`config.mk`:
```
export PLATFORM = sky130hd
export DESIGN_NAME = flash_status_gen
export DESIGN_NICKNAME = d
export VERILOG_FILES = /design/src/rtl/flash_status_gen.sv
export SDC_FILE = /design/constraint.sdc
export NUM_CORES = 1
export LEC_CHECK = 0
export BUFFER_PORTS_ARGS = -buffer_cell sky130_fd_sc_hd__clkbuf_2
export CORE_AREA = 3 3 42 44
export CTS_CLUSTER_SIZE = 20
export DETAILED_ROUTE_END_ITERATION = 7
export DIE_AREA = 0 0 45 47
export PLACE_DENSITY = 0.77
export REMOVE_ABC_BUFFERS = 1
export SLEW_MARGIN = 20
export SYNTH_ARGS = -nofsm -noshare
export SYNTH_HDL_FRONTEND = slang
export SYNTH_SLANG_ARGS = --single-unit
```
`constraint.sdc`:
```
create_clock -name clk -period 3.83 [get_ports clk]
set_clock_uncertainty 0.15 [all_clocks]
set_input_delay 0.1915 -clock clk [delete_from_list [all_inputs] [get_ports clk]]
set_output_delay 0.1915 -clock clk [all_outputs]
set_load 0.03 [all_outputs]
```
`src/rtl/flash_status_gen.sv`:
```
module flash_status_gen #(
  parameter int DATA_W = 16,
  parameter int SECT_W = 4
) (
  input  logic              clk,
  input  logic              rst_n,
  input  logic [2:0]        op_state,
  input  logic              prog_msb,
  input  logic [SECT_W-1:0] rd_sect,
  input  logic [SECT_W-1:0] erase_sect,
  input  logic              rd_act,
  input  logic [DATA_W-1:0] array_data,
  output logic [DATA_W-1:0] rd_data
);
  localparam logic [2:0] OP_PROG  = 3'd1;
  localparam logic [2:0] OP_ERASE = 3'd2;
  localparam logic [2:0] OP_SUSP  = 3'd3;
  localparam logic [2:0] OP_PTMO  = 3'd4;
  localparam logic [2:0] OP_ETMO  = 3'd5;
  localparam int         PAD_W    = DATA_W - 8;

  logic rd_q, tog6, tog2;

  wire in_sect  = (rd_sect == erase_sect);
  wire is_prog  = (op_state == OP_PROG)  || (op_state == OP_PTMO);
  wire is_erase = (op_state == OP_ERASE) || (op_state == OP_ETMO);
  wire is_susp  = (op_state == OP_SUSP);
  wire is_tmo   = (op_state == OP_PTMO)  || (op_state == OP_ETMO);
  wire busy     = is_prog | is_erase;
  wire known    = busy | is_susp;
  wire sect_op  = is_erase | is_susp;
  wire rd_end   = rd_q & ~rd_act;

  always_ff @(posedge clk or negedge rst_n) begin
    if (!rst_n) begin
      rd_q <= 1'b0;
      tog6 <= 1'b0;
      tog2 <= 1'b0;
    end else begin
      rd_q <= rd_act;
      if (!known) begin
        tog6 <= 1'b0;
        tog2 <= 1'b0;
      end else if (rd_end) begin
        if (busy) tog6 <= ~tog6;
        if (sect_op && in_sect) tog2 <= ~tog2;
      end
    end
  end

  wire       poll_bit = is_prog ? ~prog_msb : is_susp;
  wire       sect_bit = sect_op & in_sect & tog2;
  wire [7:0] stat     = {poll_bit, tog6, is_tmo, 2'b00, sect_bit, 2'b00};

  assign rd_data = (!known || (is_susp && !in_sect)) ? array_data
                                                     : {{PAD_W{1'b0}}, stat};
endmodule

```
; ---- Word-level counts from Yosys, hierarchy flattened
; Cells that the tools add are included.
; Widths: inputs -> output; s select.
[op_classes]
mux = 8
addsub = 0
n_eq_ne = 9
n_bitwise = 10
n_reduce_logical = 10
div_mod_pow = 0
shifts = 0
magnitude_cmp = 0
multipliers = 0
[ops]
columns = cell, n
row1 = $mux 16, 1
row2 = $mux 1, 7
row3 = $eq 3x2->1 const B, 2
row4 = $eq 3x3->1 const B, 2
row5 = $eq 4x4->1, 1
row6 = $logic_or 1x1->1, 4
row7 = $ne 2x1->1 const B, 2
row8 = $not 1->1, 4
row9 = $reduce_and 2->1, 2
row10 = $and 1x1->1, 3
row11 = $eq 3x1->1 const B, 1
row12 = $or 1x1->1, 3
row13 = $logic_and 1x1->1, 2
row14 = $logic_not 1->1, 2
row15 = $ne 2x2->1 const B, 1
[totals]
output_inout_bits = 16
wordCells = 40
ram_bits = 0
inputBits = 31
romBits = 0
register_bits = 3
n_memories = 0
latch_bits = 0

; ---- Longest topological paths before layout
; Gate-level depths: netlist of the first run.
[depth]
depth_word = 7
mapped_depth = 6
depth_no_buf = 4

; ---- Worst setup path before layout of the first run
; Ideal clock, no wire load.
[synth_path]
kind = input -> output
startpoint = input port erase_sect[3]
endpoint = output port rd_data[7]
required_ps = 3489
path_buffers = 0
setup_slack_ps = 2014
cell_stages = 4
arrival_ps = 1474
path_cell_list = xor2_1 -> nor4_4 -> a2111oi_0 -> o21ai_1
[synth_between]
elab_chain_cells = 5
[synth_lines]
columns = element, line_no
row1 = from (decl), 10  ; input logic [SECT_W-1:0] erase_sect,
row2 = $eq 4x4->1, 24  ; wire in_sect = (rd_sect == erase_sect);
row3 = $logic_not 1->1, 55  ; assign rd_data = (!known || (is_susp && !in_sect)) ? array_data
row4 = $logic_and 1x1->1, 55
row5 = $logic_or 1x1->1, 55
row6 = $mux 16, 55
row7 = to (decl), 13  ; output logic [DATA_W-1:0] rd_data
; Every way passes these cells.

; ---- Worst setup path after layout of the first run
[layout_path]
startpoint = input port erase_sect[3]
endpoint = output port rd_data[2]
[layout_between]
elab_chain_cells = 5
word_cells_on_any_way = 7
classes_between = 1 x eq/ne / 1 x mux / 2 x bitwise / 3 x reduce/logical
[layout_lines]
columns = element, line_no
row1 = $eq 4x4->1 (*), 24
row2 = $logic_not 1->1, 55
row3 = $logic_and 1x1->1, 55
row4 = $logic_or 1x1->1, 55
row5 = $mux 16 (*), 55
; Mark *: on every way between the ends. The rest lies on a longest branch, timed or not.

==> out/results.ini, run 1 <==
[sta]
fmaxAchievable_mhz=510
period_share=0.512
slew_headroom=0.672
drv_slew=0
whs_ns=0.159
fin_setup_tns_ns=0
fin_crit_ns=1.96
rsz0062_at_grt=no
hold_viol=0
setup_slack_ns=1.87
worst_pin_slew_ns=0.488
setup_viol=0

[logic_synthesis]
post_synth_and_or_nand_nor_area_fraction=0.425
ys_seq_area_frac=0.140
synth-edff-count=0
synthAdderAreaFrac=0
yosysWarnings=0
synth_ff_type=dfrtp_1
ys_seq_elements=3
synth_top_family_by_area=simple AND/OR/NAND/NOR gates
synth_compound_area_frac=0.262
syn_inst=77
ys_types=34
avgSynthCellArea_sq_um=6.95
async_reset_ff_frac=1.00
synthXorXnorAreaFrac=0.0654
syn_area_sq_um=536
muxShareOfSynthArea=0.0210

[run]
cap_violations=0

[global_routing]
grt_overflow=0
grt_start_max_net_pins=23
globalRouteTotalUtil=0.127
grt_pass1_vias=526
grt_pass1_wl_microns=1980
antenna_found_initial=0

[cts]
cts_root_buffer=clkbuf_4
cts_tree=built
clock_sinks=3
numCtsBuffers=3
clkTransAtPathRegs_ns=0.04
post_cts_buffers=0
clockBufferDepth=2
cts_resized=0
cts_max_level=1
insertion_delay_ns=0.23

[place]
pre_cts_slack_ns=1.86
gp_congestion=0.700
dp_hpwl_microns=1180
place_area_sq_um=754
numPortBuffers=46

[die]
die_h_microns=47
die_width_microns=45
start_util=0.364
die-area_sq_um=2120
std_cell_rows=14
core-area_sq_um=1470
ioPinCount=47

[drt]
met3WireLength_microns=154
vias=712
dr_wl_met2_microns=782
top_layer=met3
drtPass1Iterations=4
post-route-drc-count=0
drt-initial-drc-count=10
ant_nets=0
via_per_inst=5.12
routedWlPerCell_microns=10.7
wl_microns=1490
met1_length_microns=553

[power_and_ir_drop]
p_per_area_nw_per_um2=238
p_leak_nw=0.456
power_mw=0.191
ir_worst_vdd_v=0.000151

[worst_setup_path]
cp-start-kind=primary input
cp_max_fo=9
crit_path_end_kind=primary output
r2r_slack_ns=2.63
arrival_ns=1.62
cp.required_ns=3.49
crit_type=in2out

[min_path]
hold_path_class=in2async

[final_layout]
drive_gt1_frac=0.423
finalNetCount=155
area_growth_syn_to_layout_pct=49.5
diodes=0
final_area_sq_um=801

[run_status]
outcome=finished, final reports clean

## cell usage after synthesis (all sizes together), types with 3 or more instances
master	count	area (sq um)
dfrtp	3	75.1
o21ai	4	23.8
a31oi	3	18.8
and3	14	87.6
clkbuf	4	15.0
a21oi	4	20.0
nor2	6	22.5
nand2	5	18.8
inv	4	15.0
xor2	4	35.0
## per-layer routing
metal  vias to the layer above  track usage
met1                       311        0.121
li1                        375            -
met2                        26        0.246
met5                         -            0
met3                         0       0.0115
met4                         0        0.105
## critical path: stages
cell      delay [ns]
clkbuf_2        0.08
xor2_1          0.17
nor4_4          0.51
mux2_1          0.38
nand3_1         0.08
clkbuf_2        0.20
## final cells by class
class                           count  area, sq um
Timing Repair Buffer               48          250
Clock buffer                        4         26.3
Tap cell                           16         20.0
Fill cell                         155          671
Multi-Input combinational cell     64          414
Sequential cell                     3         75.1
Inverter                            4         15.0
## power breakdown
| group | internal, mW | total, mW | switching (mW) | leakage, nW |
|---|---|---|---|---|
| clock network | 0.0389 | 0.0538 | 0.0149 | 0.0150 |
| registers | 0.0335 | 0.0349 | 0.00145 | 0.0388 |
| logic | 0.0390 | 0.102 | 0.0632 | 0.402 |
## cell families (layout without fill, tap and decap cells)
kind of cell / Yosys count / count (layout)
simple gates: 39 / 39
buf+inv: 10 / 56
xor+xnor: 4 / 4
mux: 1 / 1
compound gates: 20 / 20
flops: 3 / 3
## layout by cell type (no fill, tap or decap), types with 2 or more instances in the layout
cell type / synthesis / final
nand2_1: 5 / 5
and3_1: 14 / 14
clkbuf_4: 0 / 3
nor2_1: 6 / 6
dfrtp_1: 3 / 3
o21ai_0: 2 / 2
and2_1: 2 / 2
a31oi_1: 3 / 3
xor2_1: 4 / 4
nand3_1: 2 / 2
clkbuf_2: 0 / 46
a21oi_1: 4 / 4
inv_1: 4 / 4
nor3_1: 2 / 2
nor2b_1: 2 / 2
dlygate4sd3_1: 0 / 2
## sequential cells by signal (all words and copies together) (netlist names)
| name | flops |
|---|---|
| rd_q | 1 |
| tog2 | 1 |
| tog6 | 1 |
## stage by stage
| stage | cells | util |
|---|---|---|
| 6_report | 139 | 0.544 |
| 5_1_grt | 139 | 0.544 |
| 4_1_cts | 139 | 0.544 |
| 3_5_place_dp | 133 | 0.513 |
| 3_3_place_gp | 133 | 0.513 |
| 2_1_floorplan | 71 | - |
## final timing paths
check,startpoint,end,cells after the start
setup / recovery,erase_sect[3],rd_data[2],6
hold / removal,rst_n,tog2,2
setup reg to reg,rd_q,tog2,4
hold reg to reg,tog6,tog6,2
max in group asynchronous,rst_n,tog6,2
min in group clk,op_state[0],tog6,3
## timing repair
item	4_1_cts	5_1_grt
endpoints found under the setup margin	0	0
endpoints found under the hold margin	4	0
hold buffers	2	0
Power figures use the tool's default switching activity.
==> run 2: changes to the inputs <==
--- a/config.mk
+++ b/config.mk
@@ -5,12 +5,13 @@
 export SDC_FILE = /design/constraint.sdc
 export NUM_CORES = 1
 export LEC_CHECK = 0
+export ABC_AREA = 1
 export BUFFER_PORTS_ARGS = -buffer_cell sky130_fd_sc_hd__clkbuf_2
-export CORE_AREA = 3 3 42 44
+export CORE_AREA = 3 3 43 45
 export CTS_CLUSTER_SIZE = 20
 export DETAILED_ROUTE_END_ITERATION = 7
-export DIE_AREA = 0 0 45 47
-export PLACE_DENSITY = 0.77
+export DIE_AREA = 0 0 46 48
+export PLACE_DENSITY = 0.74
 export REMOVE_ABC_BUFFERS = 1
 export SLEW_MARGIN = 20
 export SYNTH_ARGS = -nofsm -noshare
==> constraint.sdc (replaced) <==
create_clock -name clk -period 1.89 [get_ports clk]
set_clock_uncertainty 0.15 [all_clocks]
set_input_delay 0.0945 -clock clk [delete_from_list [all_inputs] [get_ports clk]]
set_output_delay 0.0945 -clock clk [all_outputs]
set_load 0.03 [all_outputs]
==> out/results.ini, run 2 <==
[logic_synthesis]
ys_types=17
yosysMostFrequentCell=nand2_1
avgSynthCellArea_sq_um=5.59
syn_inst=96
synth_ff_type=dfrtp_1
yosys-top-cells-area=nand2_1 (20%), inv_1 (18%), dfrtp_1 (14%)
synth_common_cells=nand2_1 (29), inv_1 (26), nor2_1 (6), nor2_2 (6)
synth_top_area_frac=0.203
yosysWarnings=0
async_reset_ff_frac=1.00
ys_seq_elements=3
syn_area_sq_um=537
ys_seq_area_frac=0.140
yosys.area.top_type=nand2_1
synth-edff-count=0

[die]
start_util=0.356
core-area_sq_um=1510
ioPinCount=47
die_width_microns=46
die_h_microns=48
std_cell_rows=14
die-area_sq_um=2210

[drt]
routedWlPerCell_microns=8.28
via_per_inst=4.05
wl_microns=1350
post-route-drc-count=0
vias=660
drtPass1Iterations=4
ant_nets=0
drt-initial-drc-count=1

[final_layout]
drive_gt1_frac=0.469
diodes=0
ff_latch_area_sq_um=75.1
mostFrequentLayoutCell=clkbuf_2
fillCellCount=158
finalNetCount=179
multiInputGateArea_sq_um=327
instances_no_fill=163
area_growth_syn_to_layout_pct=51.5
final_cell_mix=clkbuf_2 (46), nand2_1 (29), inv_1 (26)
reg.largest.list=rd_q (1), tog2 (1), tog6 (1)

[worst_setup_path]
crit_path_end_kind=primary output
cp.required_ns=1.65
cp_max_fo=13
r2r_cells=5
arrival_ns=1.28
cp-start-kind=primary input
crit_type=in2out

[cts]
insertion_delay_ns=0.23
numCtsBuffers=3
ctsHoldBuffers=2
cts_root_buffer=clkbuf_4
clock_sinks=3
clockBufferDepth=2
cts_resized=0
cts_tree=built
cts_max_level=1
clkTransAtPathRegs_ns=0.03
post_cts_buffers=0

[sta]
rsz0062_at_grt=no
drv_slew=0
fin_crit_ns=1.53
setup_viol=0
hold_viol=0
slew_headroom=0.850
fmaxAchievable_mhz=655
period_share=0.808
worst_pin_slew_ns=0.225
fin_setup_tns_ns=0

[global_routing]
grt.met2_usage=0.206
top_usage_layer=met2
globalRouteTotalUtil=0.117
grt_use_met1=0.123
antenna_found_initial=0
grt_overflow=0
use_met3=0.0226
grt_pass1_wl_microns=1830
grt_start_max_net_pins=14
grt_pass1_vias=513

[run]
cap_violations=0

[power_and_ir_drop]
p_per_area_nw_per_um2=530
p_leak_nw=0.564
ir_worst_vdd_v=0.000347

[run_status]
outcome=finished, final reports clean

[place]
gp_congestion=0.769
dp_hpwl_microns=1220
numPortBuffers=46
placed_cells=157

[min_path]
hold_path_class=in2async

## run 2: per-stage QoR
step                      utilization  total power, mW  setup WS, ns  instance area [sq um]  hold WS, ns
final                           0.540            0.431         0.363                    813       0.0376
after CTS                       0.540            0.441         0.356                    813       0.0330
after detailed placement        0.509            0.323         0.356                    767       -0.257
after floorplan                     -            0.245         0.369                    517       -0.351
after global placement          0.509            0.318         0.408                    767       -0.259
after global routing            0.540            0.472         0.246                    813       0.0550
## run 2: cells by family (layout without fill, tap and decap cells)
group,count (synthesis),after routing,synth area share
buffers and inverters,31,82,0.252
AO/OA/AOI/OAI,7,7,0.0676
flip-flops,3,3,0.140
AND/OR/NAND/NOR,55,55,0.541
## run 2: cell type report
type                       instances  share of cell area
clock buffer                       4              0.0323
inverter                          30               0.142
multi-input combinational         62               0.402
sequential                         3              0.0923
tap                               16              0.0246
timing repair buffer              48               0.308
## run 2: path summary, 6_finish.rpt
path | startpoint | endpoint | slack (ns)
worst max-delay path | op_state[1] | rd_data[7] | 0.36
worst min-delay path | rst_n | rd_q | 0.04
worst max register to register | rd_q | tog6 | 0.88
worst min register to register | tog2 | tog2 | 0.36
max in group asynchronous | rst_n | tog6 | 1.45
min in group clk | op_state[1] | tog6 | 0.22
## run 2: worst max-delay path: stages
cell	delay, ns
clkbuf_2	0.10
inv_2	0.11
nand3_2	0.08
o21ai_1	0.12
inv_2	0.08
nand2_4	0.08
nand2_4	0.08
inv_4	0.19
nand2_1	0.08
nand2_1	0.06
clkbuf_2	0.20
## run 2: layer usage
layer | wire, microns | part of all wire
met4 | 0 | 0
met5 | 0 | 0
met3 | 37 | 0.027
met1 | 516 | 0.38
met2 | 795 | 0.59
## run 2: power breakdown
part,internal [mW],total [mW],switching (mW)
Clock,0.0788,0.108,0.0291
Combinational,0.0836,0.243,0.160
Sequential,0.0740,0.0802,0.00618
Total,0.236,0.431,0.195
